$ cat src/rtl/stspin_pkg.sv
package stspin_pkg;
  localparam logic [7:0] OPC_CFG = 8'hB8;
  localparam logic [7:0] OPC_CLR = 8'h50;

  typedef enum logic {
    DEC_IDLE,
    DEC_WAIT_CODE
  } dec_state_e;

  // bit 0 = erase completion enable, bit 1 = program completion enable
  typedef struct packed {
    logic prog_en;
    logic erase_en;
  } cfg_t;
endpackage

$ cat src/rtl/stspin_cmd_dec.sv
module stspin_cmd_dec
  import stspin_pkg::*;
(
  input  logic       clk,
  input  logic       rst,
  input  logic       wr_en,
  input  logic [7:0] wr_data,
  input  logic       eng_busy,
  input  logic       eng_susp,
  output logic       cfg_load,
  output cfg_t       cfg_new,
  output logic       err_set,
  output logic       err_clr
);
  dec_state_e state_q, state_d;

  always_comb begin
    state_d  = state_q;
    cfg_load = 1'b0;
    err_set  = 1'b0;
    err_clr  = 1'b0;
    cfg_new  = cfg_t'(wr_data[1:0]);
    if (wr_en) begin
      unique case (state_q)
        DEC_IDLE: begin
          if (wr_data == OPC_CFG) state_d = DEC_WAIT_CODE;
          else if (wr_data == OPC_CLR) err_clr = 1'b1;
        end
        DEC_WAIT_CODE: begin
          state_d = DEC_IDLE;
          if (eng_busy || eng_susp) err_set = 1'b1;
          else if (|wr_data[7:2]) err_set = 1'b1;
          else cfg_load = 1'b1;
        end
        default: state_d = DEC_IDLE;
      endcase
    end
  end

  always_ff @(posedge clk) begin
    if (rst) state_q <= DEC_IDLE;
    else     state_q <= state_d;
  end

  // A code can only be taken after the command byte has been seen
  assert_load_after_setup_R3: assert property (@(posedge clk) disable iff (rst)
    cfg_load |-> (state_q == DEC_WAIT_CODE));
endmodule

$ cat src/rtl/stspin_err_reg.sv
module stspin_err_reg (
  input  logic       clk,
  input  logic       rst,
  input  logic       set,
  input  logic       clr,
  output logic [1:0] flags
);
  logic [1:0] flags_q;

  always_ff @(posedge clk) begin
    if (rst)      flags_q <= 2'b00;
    else if (set) flags_q <= 2'b11;
    else if (clr) flags_q <= 2'b00;
  end

  assign flags = flags_q;

  assert_flags_rise_on_error_R10: assert property (@(posedge clk) disable iff (rst)
    $rose(flags_q[0]) |-> $past(set));
  assert_flags_fall_on_clear_R11: assert property (@(posedge clk) disable iff (rst)
    $fell(flags_q[1]) |-> $past(clr) || $past(rst));
endmodule

$ cat src/rtl/stspin_pulse.sv
module stspin_pulse #(
  parameter int PULSE_CYC = 25
) (
  input  logic clk,
  input  logic rst,
  input  logic fire,
  input  logic cancel,
  output logic hold_low
);
  localparam int CNT_W = $clog2(PULSE_CYC + 1);
  localparam logic [CNT_W-1:0] LOAD = CNT_W'(PULSE_CYC);

  logic [CNT_W-1:0] cnt_q, cnt_d;

  always_comb begin
    if (fire)              cnt_d = LOAD;
    else if (cancel)       cnt_d = '0;
    else if (cnt_q != '0)  cnt_d = cnt_q - 1'b1;
    else                   cnt_d = '0;
  end

  assign hold_low = (cnt_d != '0);

  always_ff @(posedge clk) begin
    if (rst) cnt_q <= '0;
    else     cnt_q <= cnt_d;
  end

  assert_count_bound_R7: assert property (@(posedge clk) disable iff (rst)
    cnt_q <= LOAD);
  assert_reload_full_R7: assert property (@(posedge clk) disable iff (rst)
    fire |=> (cnt_q == LOAD));
endmodule

$ cat src/rtl/stspin_ctrl.sv
module stspin_ctrl
  import stspin_pkg::*;
#(
  parameter int CLK_PERIOD_PS = 10000,
  parameter int MIN_PULSE_PS  = 250000
) (
  input  logic       clk,
  input  logic       rst,
  input  logic       wr_en,
  input  logic [7:0] wr_data,
  input  logic       eng_busy,
  input  logic       eng_susp,
  input  logic       erase_done,
  input  logic       prog_done,
  output logic       sts_pin,
  output logic [1:0] err_flags
);
  localparam int RAW_CYC   = (MIN_PULSE_PS + CLK_PERIOD_PS - 1) / CLK_PERIOD_PS;
  localparam int PULSE_CYC = (RAW_CYC < 1) ? 1 : RAW_CYC;

  logic cfg_load, err_set, err_clr, fire, hold_low, pulse_mode, sts_q;
  cfg_t cfg_new, cfg_q, cfg_d;

  stspin_cmd_dec u_dec (
    .clk      (clk),
    .rst      (rst),
    .wr_en    (wr_en),
    .wr_data  (wr_data),
    .eng_busy (eng_busy),
    .eng_susp (eng_susp),
    .cfg_load (cfg_load),
    .cfg_new  (cfg_new),
    .err_set  (err_set),
    .err_clr  (err_clr)
  );

  stspin_err_reg u_err (
    .clk   (clk),
    .rst   (rst),
    .set   (err_set),
    .clr   (err_clr),
    .flags (err_flags)
  );

  // New configuration governs the edge that accepts it
  assign cfg_d      = cfg_load ? cfg_new : cfg_q;
  assign pulse_mode = cfg_d.erase_en | cfg_d.prog_en;
  assign fire       = (erase_done & cfg_d.erase_en) | (prog_done & cfg_d.prog_en);

  stspin_pulse #(.PULSE_CYC(PULSE_CYC)) u_pulse (
    .clk      (clk),
    .rst      (rst),
    .fire     (fire),
    .cancel   (cfg_load),
    .hold_low (hold_low)
  );

  always_ff @(posedge clk) begin
    if (rst) begin
      cfg_q <= '0;
      sts_q <= 1'b1;
    end else begin
      cfg_q <= cfg_d;
      sts_q <= pulse_mode ? ~hold_low : (~eng_busy | eng_susp);
    end
  end

  assign sts_pin = sts_q;

  assert_level_tracks_engine_R2: assert property (@(posedge clk) disable iff (rst)
    ($past(!rst) && cfg_q == '0) |-> (sts_pin == ($past(!eng_busy) || $past(eng_susp))));
  assert_cfg_frozen_when_busy_R9: assert property (@(posedge clk) disable iff (rst)
    ($past(!rst) && $past(eng_busy || eng_susp)) |-> $stable(cfg_q));
  assert_pulse_drives_low_R7: assert property (@(posedge clk) disable iff (rst)
    fire |=> !sts_pin);
  assert_pulse_rests_high_R4: assert property (@(posedge clk) disable iff (rst)
    (pulse_mode && !hold_low) |=> sts_pin);
endmodule

$ cat config.mk
export PLATFORM = sky130hd
export DESIGN_NAME = stspin_ctrl
export DESIGN_NICKNAME = d
export VERILOG_FILES = /design/src/rtl/stspin_pkg.sv /design/src/rtl/stspin_cmd_dec.sv /design/src/rtl/stspin_err_reg.sv /design/src/rtl/stspin_pulse.sv /design/src/rtl/stspin_ctrl.sv
export SDC_FILE = /design/constraint.sdc
export NUM_CORES = 1
export LEC_CHECK = 0
export ABC_AREA = 1
export BUFFER_PORTS_ARGS = -buffer_cell sky130_fd_sc_hd__buf_2
export CAP_MARGIN = 20
export CORE_AREA = 2 2 44 46
export CTS_BUF_LIST = sky130_fd_sc_hd__clkbuf_16
export DETAILED_ROUTE_END_ITERATION = 10
export DIE_AREA = 0 0 46 48
export GPL_ROUTABILITY_DRIVEN = 1
export MAX_ROUTING_LAYER = met4
export PLACE_DENSITY = 0.71
export SETUP_SLACK_MARGIN = 0.02
export SLEW_MARGIN = 10
export SYNTH_ARGS = -nofsm -noshare
export SYNTH_HDL_FRONTEND = slang
export SYNTH_SLANG_ARGS = --single-unit
$ cat constraint.sdc
create_clock -name clk -period 3.7 [get_ports clk]
set_input_delay 0.185 -clock clk [delete_from_list [all_inputs] [get_ports clk]]
set_output_delay 0.185 -clock clk [all_outputs]
set_load 0.02 [all_outputs]
Word-level counts from Yosys, hierarchy flattened

Index checks and enable logic that the tools add are counted.

Register bits after elaboration: 11
Input bits: 15
Output and inout port bits: 3
Logic and storage cells: 43

Add/sub/neg operators: 1
Eq/ne operators: 2
Muxes and demuxes: 21
Bitwise gates (word level): 8
Reductions and logical operators: 5

Operators with widths:

| cell                                              | count |
|---|---|
| 2-to-1 mux 5 bit                                  | 3 |
| 2-to-1 mux 1 bit                                  | 14 |
| nonzero test 5 bit                                | 2 |
| == test 8 x 7 -> 1 bit (second input constant)    | 1 |
| == test 8 bit (second input constant)             | 1 |
| 2-to-1 mux 2 bit                                  | 3 |
| OR reduction 6 bit                                | 1 |
| subtractor 5 x 1 -> 5 bit (second input constant) | 1 |
| inverter 1 bit                                    | 3 |
| OR 1 bit                                          | 3 |
| AND 1 bit                                         | 2 |
| case mux 1 bit (2 select lines)                   | 1 |
| nonzero test 2 bit                                | 1 |
| logical OR 1 bit                                  | 1 |

Longest topological paths before layout

Depth after elaboration: 12
Gate-level depth with buffers: 11
Gate-level depth less buffers: 11

Modules after synthesis

A second synthesis with hierarchy kept.

Cells, all modules: 105
Area total of the unflattened synthesis: 649.4 µm²

Modules (own cells, without submodules):

| module         | times used | cells an instance | area an instance (µm²) | sequential area each (µm²) |
|---|---|---|---|---|
| stspin_pulse   | 1          | 40                | 269.0                  | 100.1 |
| stspin_ctrl    | 1          | 27                | 170.2                  | 60.1 |
| stspin_cmd_dec | 1          | 32                | 162.7                  | 20.0 |
| stspin_err_reg | 1          | 6                 | 47.5                   | 20.0 |

Least setup slack after synthesis

No wires, ideal clock.

Path type: reg-to-reg
Start: reg u_pulse.cnt_q[0]
End: reg sts_q, in the netlist sts_pin
Library setup time: 0.057 ns
Arrival: 1.169 ns
Data required time: 3.643 ns
Path slack: 2.474 ns
Cell stages (with the launch flop): 11
Buffers on the path: 0
Period minus slack after synthesis: 1.226 ns
Path through: dfxtp_1 > inv_1 > ha_1 > nand2_1 > nor2_1 > nor2_1 > nand2_1 > nand3_1 > nor2_1 > nand3_2 > nand2_2

Word-level cells in the longest chain between the ends: 7
Elaborated cells on any way between the ends: 8
Classes of those cells: 1 x add/sub; 4 x mux; 1 x bitwise; 2 x reduce/logical

RTL lines:

| what                                                                   | RTL line           | text |
|---|---|---|
| start, declared                                                        | stspin_pulse.sv:13 | `logic [CNT_W-1:0] cnt_q, cnt_d;` |
| start signal, assigned                                                 | stspin_pulse.sv:26 | `else cnt_q <= cnt_d;` |
| subtractor 5 x 1 -> 5 bit / nonzero test 5 bit (equally long branches) | stspin_pulse.sv:18 | `else if (cnt_q != '0) cnt_d = cnt_q - 1'b1;` |
| 2-to-1 mux 5 bit *                                                     | stspin_pulse.sv:18 |  |
| 2-to-1 mux 5 bit *                                                     | stspin_pulse.sv:17 | `else if (cancel) cnt_d = '0;` |
| 2-to-1 mux 5 bit *                                                     | stspin_pulse.sv:16 | `if (fire) cnt_d = LOAD;` |
| nonzero test 5 bit *                                                   | stspin_pulse.sv:22 | `assign hold_low = (cnt_d != '0);` |
| inverter 1 bit *                                                       | stspin_ctrl.sv:64  | `sts_q <= pulse_mode ? ~hold_low : (~eng_busy \| eng_susp);` |
| 2-to-1 mux 1 bit *                                                     | stspin_ctrl.sv:64  |  |
| end signal, assigned                                                   | stspin_ctrl.sv:64  |  |
| end, declared                                                          | stspin_ctrl.sv:21  | `logic cfg_load, err_set, err_clr, fire, hold_low, pulse_mode, sts_q;` |

Every way passes the cells marked *; elsewhere a longest branch is shown, timed or not.
A chain may end at the register's enable or synchronous reset.

Final worst setup path

Ends and elaborated chain as after synthesis.

==> impl_results.md <==
* Outcome: finished clean
* Leakage power at 0.435 nW
* Setup crit end: sts_pin
* Layout cells sized above 1 at 0.277
* Reg clk slew, reported paths at 0.04 ns
* Post-DRT Antenna Nets at 0
* Via count at 669
* Final period util at 0.366
* Placed cell count at 132
* Synthesized cell area at 668 µm²
* Crit-path cells: inv_1, ha_1, nand2_1, nor2_1, nor2_1, nand2_1, nand3_1, nor2_1, nand3_2, nand2_2
* Final Hold Fails at 0
* Crit path DAT at 1.54 ns
* Fin worst setup slack at 2.35 ns
* Pwr/cell area at 622 nW/µm²
* Die area at 2210 µm²
* Setup_tns at 0 ns
* Clk buf depth at 2
* Largest net degree at the start of global routing at 9
* GP Congestion at 0.750
* DP HPWL at 1.07 mm
* Die height at 48 µm
* Final Cell Area at 846 µm²
* Flop-to-flop setup slack at 2.35 ns
* CP peak stage delay at 0.31 ns
* Max-cap viol count at 0
* Worst VDD drop at 0.299 mV
* Avg WL per Cell at 9.54 µm
* Setup Fix Bufs, Post-CTS at 0
* Reg-to-Reg End: sts_pin
* Remaining Overflow, GRT at 0
* Initial antenna violation count at 0
* H-tree Lvls at 1
* Final Net Count at 137
* Core Region at 1690 µm²
* Worst r2r src: u_pulse.cnt_q[0]
* Non-filler cells, final at 136
* Startpoint type of the worst setup path: flip-flop
* Clock Sinks at 10
* Seq/Total Area, Yosys at 0.300
* Initial DRC count at 8
* Global-route wire length before repair at 2.20 mm
* Register-to-Register Path Depth at 10
* IO buf count at 17
* Final Core Density at 0.501
* Rows at 15
* Worst Hold Launch: rst
* Clock Latency Late Sink at 0.24 ns
* Fmax at 0.738 GHz
* Mean Syn Cell Area at 6.75 µm²
* TritonCTS Buffers at 3
* Max Slew Vio Count at 0
* Starting Density at 0.396
* FILL cells at 175
* Crit path depth at 10
* Antenna cells at 0
* Drt total wl at 1.30 mm
* DRC Markers at 0
* Fin crit period at 1.35 ns
* Cell variety after synth at 22
* Synth Register Bits at 10
* Crit path required time at 3.89 ns
* Place WS at 2.34 ns
* Hold Slack at 0.216 ns
* Worst setup EP type: flip-flop
* Synth warn at 0
* Clk root buf: clkbuf_16
* Total Power at 526 µW
* CTS tree: yes
* Layout area overhead at 26.6%
* Unrepaired setup endpoints after global routing: false
* Worst slew pin tran at 0.201 ns
* Setup crit start: u_pulse.cnt_q[0]
* All-Layer GR Usage at 0.147
* Slowest stage cell, crit path: dfxtp_1
* Die width at 46 µm
* Hold buffers post-CTS at 0
* I/O Pins at 18
* CP max FO at 4
* Vias per cell at 4.92
* TritonRoute pass-1 iters at 4
* Cell Area, Placed at 767 µm²
* CTS resizes at 0
* Number of global-route vias before repair at 588
* Critical path buffer and inverter count at 1
* Syn Inst Count at 99
* Setup Skew at 0.00220 ns
* Slew headroom at 0.865
* Mapped Nets at 116
* Hold Path Class: primary input to flip-flop
* Top delay family on crit path: simple AND/OR/NAND/NOR gates
* Most used cell, CP: nor2_1
* Crit Path Class: flip-flop to flip-flop
* Final setup violation count at 0
## synthesized netlist by cell type
library cell  number  share of area
o31ai_1            1          0.011
a21oi_1            3          0.022
nand2_1           19           0.11
nand2_2            3          0.028
dfxtp_1           10           0.30
clkinv_2           1         0.0075
buf_4              1          0.011
o21ai_0            1         0.0075
a211oi_1           1          0.011
nand3_2            3          0.045
nor2_1            14          0.079
nand3_1           10          0.075
xor2_1             1          0.013
xnor2_1            1          0.013
o21ai_1            4          0.030
nor2_2             2          0.019
nand2_4            2          0.034
ha_1               2          0.037
nor2_4             2          0.034
nor3b_1            2          0.022
inv_1             14          0.079
nor3_1             2          0.015
## metal layers
layer	GRT usage	wire, µm	share of wire
met1	0.145	587	0.45
met2	0.253	621	0.48
met3	0.0566	62	0.048
met4	0.0686	26	0.020
met5	-	0	0
## worst min-delay path by stage
stage / end / cells after the start / slack, ns
after floorplan: cfg_q[0] / 1 / 0.25
after global placement: u_err.flags[0] / 2 / 0.45
after detailed placement: u_err.flags[0] / 2 / 0.46
after CTS: u_err.flags[0] / 2 / 0.21
after global routing: cfg_q[0] / 2 / 0.23
final: cfg_q[1] / 2 / 0.22
## kinds of logic after synthesis
logic type                 after synthesis  synth area share
buffers and inverters                   16            0.0974
adders and majority gates                2            0.0374
AOI/OAI and AO/OA                       10            0.0824
and+or+nand+nor                         59             0.457
xor gates and xnor gates                 2            0.0262
DFF                                     10             0.300
## final cells by class
type,instances,area (µm²),share of cell area
clock buffers,3,75.1,0.0888
clock inverters,1,3.75,0.00444
inverters,15,57.6,0.0680
multi-input cells,73,403,0.476
flip-flops and latches,10,200,0.237
well taps,17,21.3,0.0251
repair buffers,17,85.1,0.101
## report_power, final
part | internal (mW) | switching (mW)
Clock | 0.142 | 0.0525
Sequential | 0.128 | 0.0121
Combinational | 0.0779 | 0.114
## cell usage in the layout (no fill, tap or decap), drive strengths merged
| master | instances |
|---|---|
| clkinv | 2 |
| nor3 | 2 |
| buf | 17 |
| o21ai | 5 |
| nand3 | 13 |
| dfxtp | 10 |
| xnor2 | 1 |
| inv | 14 |
| ha | 2 |
| clkbuf | 3 |
| nand2 | 24 |
| nor3b | 2 |
| nor2 | 18 |
| a21oi | 3 |
| o31ai | 1 |
| xor2 | 1 |
| a211oi | 1 |
## flip-flops by register name, summed over array words and instances (netlist names)
register and count:
sts_pin 1, u_err.flags 1, cfg_q 2, u_dec.state_q 1
u_pulse.cnt_q 5
(Power assumes the default switching activity.)
